--- src/rtl/lagd_pkg.sv ---
`timescale 1ns/1ps
package lagd_pkg;

  // Estimated service cycles for a page total at a given per-page cost.
  function automatic logic [31:0] svc_time(input logic [31:0] pages,
                                           input logic [31:0] cost);
    return pages * cost;
  endfunction

  // True when the spread between the largest and smallest count is small.
  function automatic logic is_similar(input logic [31:0] hi,
                                      input logic [31:0] lo,
                                      input logic [31:0] thr);
    return (hi - lo) <= thr;
  endfunction

endpackage

--- src/rtl/lagd_track.sv ---
`timescale 1ns/1ps
module lagd_track #(
  parameter int MOD_W = 2,
  parameter int PG_W  = 5,
  parameter int CNT_W = 5,
  parameter int SUM_W = 10,
  parameter int IDX   = 0
) (
  input  logic             clk,
  input  logic             rst_n,
  input  logic             enq_vld,
  input  logic [MOD_W-1:0] enq_mod,
  input  logic [PG_W-1:0]  enq_pages,
  input  logic             iss_vld,
  input  logic [MOD_W-1:0] iss_mod,
  input  logic [PG_W-1:0]  iss_pages,
  input  logic             done_vld,
  input  logic [MOD_W-1:0] done_mod,
  output logic [CNT_W-1:0] cnt_nx,
  output logic [SUM_W-1:0] sum_nx
);
  localparam logic [MOD_W-1:0] ME = MOD_W'(IDX);

  logic             enq_hit, iss_hit, done_hit;
  logic [CNT_W-1:0] cnt_q;
  logic [SUM_W-1:0] sum_q;
  logic [CNT_W-1:0] fl_q, fl_nx;

  assign enq_hit  = enq_vld  && (enq_mod  == ME);
  assign iss_hit  = iss_vld  && (iss_mod  == ME);
  assign done_hit = done_vld && (done_mod == ME);

  always_comb begin
    cnt_nx = cnt_q;
    sum_nx = sum_q;
    fl_nx  = fl_q;
    if (enq_hit) begin
      cnt_nx = cnt_nx + CNT_W'(1);
      sum_nx = sum_nx + SUM_W'(enq_pages);
    end
    if (iss_hit) begin
      cnt_nx = cnt_nx - CNT_W'(1);
      sum_nx = sum_nx - SUM_W'(iss_pages);
      fl_nx  = fl_nx + CNT_W'(1);
    end
    if (done_hit) fl_nx = fl_nx - CNT_W'(1);
  end

  always_ff @(posedge clk) begin
    if (!rst_n) begin
      cnt_q <= '0;
      sum_q <= '0;
      fl_q  <= '0;
    end else begin
      cnt_q <= cnt_nx;
      sum_q <= sum_nx;
      fl_q  <= fl_nx;
    end
  end

  // an issue needs a stalled request for this module
  p_iss_has_stall_r1: assert property (@(posedge clk) disable iff (!rst_n)
    iss_hit |-> (cnt_q != '0) || enq_hit);

  // no stalled requests means no stalled pages
  p_empty_no_pages_r2: assert property (@(posedge clk) disable iff (!rst_n)
    (cnt_q == '0) |-> (sum_q == '0));

  // a completion needs an issued request still in flight
  p_done_has_flight_r9: assert property (@(posedge clk) disable iff (!rst_n)
    done_hit |-> (fl_q != '0) || iss_hit);

endmodule

--- src/rtl/lagd_vote.sv ---
`timescale 1ns/1ps
module lagd_vote #(
  parameter int N_MOD = 4,
  parameter int CNT_W = 5
) (
  input  logic [N_MOD-1:0][CNT_W-1:0] cnt,
  input  logic [CNT_W-1:0]            thr,
  output logic [N_MOD-1:0]            pick
);
  logic [CNT_W-1:0] hi, lo;
  logic             tie;

  always_comb begin
    hi = cnt[0];
    lo = cnt[0];
    for (int m = 1; m < N_MOD; m++) begin
      if (cnt[m] > hi) hi = cnt[m];
      if (cnt[m] < lo) lo = cnt[m];
    end
  end

  assign tie = lagd_pkg::is_similar(32'(hi), 32'(lo), 32'(thr));

  for (genvar m = 0; m < N_MOD; m++) begin : g_pick
    assign pick[m] = tie || (cnt[m] == hi);
  end

endmodule

--- src/rtl/laggard_detector.sv ---
`timescale 1ns/1ps
module laggard_detector #(
  parameter int N_MOD = 4,
  parameter int PG_W  = 5,
  parameter int CNT_W = 5,
  parameter int SUM_W = 10,
  parameter int TGT_W = 16,
  parameter int CST_W = 8,
  localparam int MOD_W = (N_MOD > 1) ? $clog2(N_MOD) : 1
) (
  input  logic             clk,
  input  logic             rst_n,
  input  logic             enq_vld,
  input  logic [MOD_W-1:0] enq_mod,
  input  logic [PG_W-1:0]  enq_pages,
  input  logic             iss_vld,
  input  logic [MOD_W-1:0] iss_mod,
  input  logic [PG_W-1:0]  iss_pages,
  input  logic             done_vld,
  input  logic [MOD_W-1:0] done_mod,
  input  logic             q_full,
  input  logic [TGT_W-1:0] cfg_sla_cyc,
  input  logic [CST_W-1:0] cfg_page_cost,
  input  logic [CNT_W-1:0] cfg_tie_thr,
  output logic [N_MOD-1:0] lag_mask,
  output logic             escalate
);
  logic [N_MOD-1:0][CNT_W-1:0] cnt_nx;
  logic [N_MOD-1:0][SUM_W-1:0] sum_nx;
  logic [N_MOD-1:0]            sla_n, pick, vote_n;
  logic [N_MOD-1:0]            sla_q, vote_q;
  logic                        full_d, full_rise, esc_q;

  for (genvar m = 0; m < N_MOD; m++) begin : g_mod
    lagd_track #(
      .MOD_W(MOD_W), .PG_W(PG_W), .CNT_W(CNT_W), .SUM_W(SUM_W), .IDX(m)
    ) i_track (
      .clk      (clk),
      .rst_n    (rst_n),
      .enq_vld  (enq_vld),
      .enq_mod  (enq_mod),
      .enq_pages(enq_pages),
      .iss_vld  (iss_vld),
      .iss_mod  (iss_mod),
      .iss_pages(iss_pages),
      .done_vld (done_vld),
      .done_mod (done_mod),
      .cnt_nx   (cnt_nx[m]),
      .sum_nx   (sum_nx[m])
    );
    assign sla_n[m] = lagd_pkg::svc_time(32'(sum_nx[m]), 32'(cfg_page_cost))
                      > 32'(cfg_sla_cyc);
  end

  lagd_vote #(.N_MOD(N_MOD), .CNT_W(CNT_W)) i_vote (
    .cnt (cnt_nx),
    .thr (cfg_tie_thr),
    .pick(pick)
  );

  assign full_rise = q_full && !full_d;

  always_comb begin
    if (!q_full)        vote_n = '0;
    else if (full_rise) vote_n = pick;
    else                vote_n = vote_q;
  end

  always_ff @(posedge clk) begin
    if (!rst_n) begin
      full_d <= 1'b0;
      vote_q <= '0;
      sla_q  <= '0;
      esc_q  <= 1'b0;
    end else begin
      full_d <= q_full;
      vote_q <= vote_n;
      sla_q  <= sla_n;
      esc_q  <= &(vote_n | sla_n);
    end
  end

  assign lag_mask = vote_q | sla_q;
  assign escalate = esc_q;

  // a vote result exists only while the queue was full
  p_vote_needs_full_r6: assert property (@(posedge clk) disable iff (!rst_n)
    (vote_q != '0) |-> full_d);

  // a held vote does not change while the queue stays full
  p_vote_hold_r6: assert property (@(posedge clk) disable iff (!rst_n)
    (full_d && q_full) |=> $stable(vote_q));

  // escalate agrees with a completely set mask
  p_esc_full_mask_r7: assert property (@(posedge clk) disable iff (!rst_n)
    escalate == ($countones(lag_mask) == N_MOD));

  // a fresh vote never comes out empty
  p_vote_nonempty_r4: assert property (@(posedge clk) disable iff (!rst_n)
    full_rise |=> (vote_q != '0));

endmodule

--- config.mk ---
export PLATFORM = sky130hd
export DESIGN_NAME = laggard_detector
export DESIGN_NICKNAME = d
export VERILOG_FILES = /design/src/rtl/lagd_pkg.sv /design/src/rtl/lagd_track.sv /design/src/rtl/lagd_vote.sv /design/src/rtl/laggard_detector.sv
export SDC_FILE = /design/constraint.sdc
export NUM_CORES = 1
export LEC_CHECK = 0
export ABC_AREA = 1
export CORE_AREA = 2 2 205 207
export DETAILED_ROUTE_END_ITERATION = 8
export DIE_AREA = 0 0 207 209
export DONT_BUFFER_PORTS = 1
export GPL_TIMING_DRIVEN = 0
export PLACE_DENSITY = 0.61
export RECOVER_POWER = 50
export SYNTH_ARGS = -nofsm -noshare
export SYNTH_HDL_FRONTEND = slang
export SYNTH_SLANG_ARGS = --single-unit
--- constraint.sdc ---
create_clock -name clk -period 9 [get_ports clk]
set_input_delay 0.45 -clock clk [delete_from_list [all_inputs] [get_ports clk]]
set_output_delay 0.45 -clock clk [all_outputs]
set_load 0.01 [all_outputs]
==> metrics.txt <==
switching part of the total 55.6%; share of layout cells above drive strength 1 4.75%; crit path kind reg -> reg; number of cells produced by synthesis 2570; number of distinct library cells after synthesis 56; peak ir drop on the vdd network 0.193 mV; Seq pwr share 8.3%; Post-synth EDFFs 0; cell depth of the worst flop-to-flop path 41; capturing instance or port of the critical path escalate; endpoint class of the critical path register; number of global-route vias before repair 16115; nature of the critical path startpoint register; result of the run completed; max-cap violation count 0; slowest stage cell, crit path sky130_fd_sc_hd__xnor2_1; detail-routed via count per cell 5.13; most common cell after layout, fill and taps aside sky130_fd_sc_hd__nand2_1; CTS H-tree lvls 3; count of antenna-violating nets left after detailed routing 0; Clock Skew 0.00921 ns; first-pass GRT wire length 84200 µm; portion of total power attributed to combinational logic between 80% and 90%; worst endpoint data arrival time a little under 9 ns; P per Cell Area 226 nW/µm²; launching element of the worst setup path g_mod[0].i_track.sum_q[0]; Routed WL per cell about 17 µm; worst path required time roughly 9.2 ns; final period demand of the worst path 8.44 ns; Hold WC Path Type in -> reg; highest-count cells in the layout ignoring fill and taps sky130_fd_sc_hd__nand2_1, sky130_fd_sc_hd__inv_1, sky130_fd_sc_hd__ha_1; Power, Total around 4.4 mW; number of CTS-inserted buffers 9; Area Growth Syn to Fin 6.05%; CTS hold repair buffers 0; final weighted congestion in routability-driven placement 0.939; sequential share of the synthesized area 7.67%; uppermost layer routed met4; net total in the final layout 3130; Starting Density about 44%; biggest fanout along the worst timing path 8; overall routing resource usage 24.6%; via count between 15000 and 20000; Detail Route met2 WL approximately 25000 µm; Final period util 93.7%; HPWL after detailed placement about 45000 µm; final setup vio count 0; Switching Power 2.44 mW; top post-synthesis cells by area sky130_fd_sc_hd__fa_1, sky130_fd_sc_hd__ha_1, sky130_fd_sc_hd__nand2_1, sky130_fd_sc_hd__inv_1, sky130_fd_sc_hd__dfxtp_1; Yosys top cell area share 22.0%; Worst Slack Setup Final approximately 0.56 ns; total nets after synthesis 3118; die width 207 µm; number of buffer cells added on primary ports 0; count of warnings emitted by yosys 0; detailed-routing wirelength on met1 ~22000 µm; number of rows in the core area 75; number of DRC markers in iteration 0 857; Worst-path clk slew 0.06 ns; top_reg_cell synth sky130_fd_sc_hd__dfxtp_1; leftover overflow at the end of global routing 0; worst setup timing slack at the placement stage -0.603 ns; destination of the worst register-to-register timing path escalate; Reg2Reg Setup Slack 0.56 ns; mean instance size in the synthesized netlist 7.11 µm²; sinks on the clock net 70; peak clock frequency supported by timing 119 MHz; Pre-antenna DRT Iters 5; post-detailed-routing wire length 52000 µm; Die Footprint between 40000 and 50000 µm²; Reg2Reg Launch Point g_mod[0].i_track.sum_q[0]; Final Hold Fails 0; wire length on met3 2710 µm; largest area contributor in the netlist sky130_fd_sc_hd__fa_1; fraction of synthesis flops using an asynchronous set or reset pin 0%; Slew @ Worst Pin 1.16 ns; Worst path max stage delay 0.87 ns; Skew-Pair Late Insertion Delay 0.35 ns; Mapped Area 18300 µm²; antenna violations before repair 0; Max Buffers Root-to-Sink 2; drc violations 0; clock tree from TritonCTS yes; dominant cell type by count on the critical path sky130_fd_sc_hd__nand2_1; fin. max-slew vios 0; clock power share between 8 and 9%; die height 209 µm; worst slew margin relative to its limit 21.8%; pin count of the biggest net entering global routing 12; Leak 10.8 nW; cell-internal power approximately 1.9 mW; clock tree root buffer cell sky130_fd_sc_hd__clkbuf_16; flip-flop and latch count after synthesis 70; number of placed I/O pins 56; core outline area approximately 41000 µm²
==> what timing repair did <==
action | 4_1_cts | 5_1_grt
buffers inserted | 0 | 1
setup endpoints to repair | 2 | 9
gates resized for setup | 2 | 26
pin swaps | 0 | 2
==> worst max-delay path, delay by kind of cell, from the launching register on <==
kind	cells	cell delay [ns]
flops	1	0.32
simple gates	15	1.53
xor+xnor	3	1.21
buf+inv	5	0.37
fa+ha+maj	9	3.60
compound gates	9	1.32
==> registers in the layout, indices dropped and copies added, names as in the netlist <==
signal               count
full_d                   1
g_mod.i_track.cnt_q     20
vote_q                   4
escalate                 1
sla_q                    4
g_mod.i_track.sum_q     40
==> worst min path at each step <==
stage / start / to / depth (start not counted)
2_1_floorplan: vote_q[1] / vote_q[1] / 4
3_3_place_gp: vote_q[2] / vote_q[2] / 4
3_5_place_dp: vote_q[2] / vote_q[2] / 4
4_1_cts: q_full / full_d / 2
5_1_grt: rst_n / sla_q[0] / 2
6_report: q_full / full_d / 2
==> synthesized netlist by cell type, drive strengths merged, types with 9 or more instances <==
cell type / count
dfxtp: 70
nor3: 22
buf: 9
nand4: 19
clkbuf: 36
xnor2: 31
fa: 201
a21oi: 116
nor2: 299
ha: 296
nand3: 122
xor2: 72
nand2: 592
o21ai: 92
or2: 21
inv: 502
==> logic make-up (layout without fill, tap and decap cells) <==
logic type                 count (synthesis)  after routing  synth area share [%]
muxes                                      4              4                 0.219
and+or+nand+nor                         1093           1093                  25.5
other                                      0              1                     0
xor gates and xnor gates                 103            103                  4.98
AOI/OAI and AO/OA                        256            256                  7.92
buffers and inverters                    547            564                  11.4
DFF                                       70             70                  7.67
adders and majority gates                497            497                  42.3
==> cell type report <==
class                   instances  area (µm²)
fillers                      4268       21900
plain buffers                  45         203
clock buffers                  14         284
multi-input cells            1953       14900
repair buffers                  1        20.0
inverters                     502        1890
well taps                     539         674
flip-flops and latches         70        1400
clock inverters                 2        37.5
diodes                          1        2.50
==> layer usage <==
layer	track usage (%)	up-vias
li1	-	8037
met1	30.5	7541
met2	43.0	375
met3	3.47	82
met4	10.2	0
met5	0	-
==> power by group through the flow <==
stage               Sequential (mW)  Clock [mW]  Combinational (mW)
global placement              0.368           0                3.49
CTS                           0.362       0.394                3.61
detailed placement            0.369           0                3.58
floorplan                     0.364           0                2.75
global route                  0.366       0.405                4.21
finish                        0.362       0.390                3.63
==> stage by stage <==
| step | util, % | TNS (ns) | std cells | area (µm²) | hold WS (ns) |
|---|---|---|---|---|---|
| global route | 46.9 | -0.00457 | 3126 | 19400 | 0.245 |
| detailed placement | 45.9 | -0.993 | 3109 | 18900 | 0.551 |
| finish | 46.9 | 0 | 3127 | 19400 | 0.221 |
| floorplan | - | 0 | 2570 | 18300 | 0.519 |
| global placement | 45.9 | -0.895 | 3109 | 18900 | 0.545 |
| CTS | 46.7 | 0 | 3125 | 19300 | 0.212 |
Power figures use the tool's default switching activity.
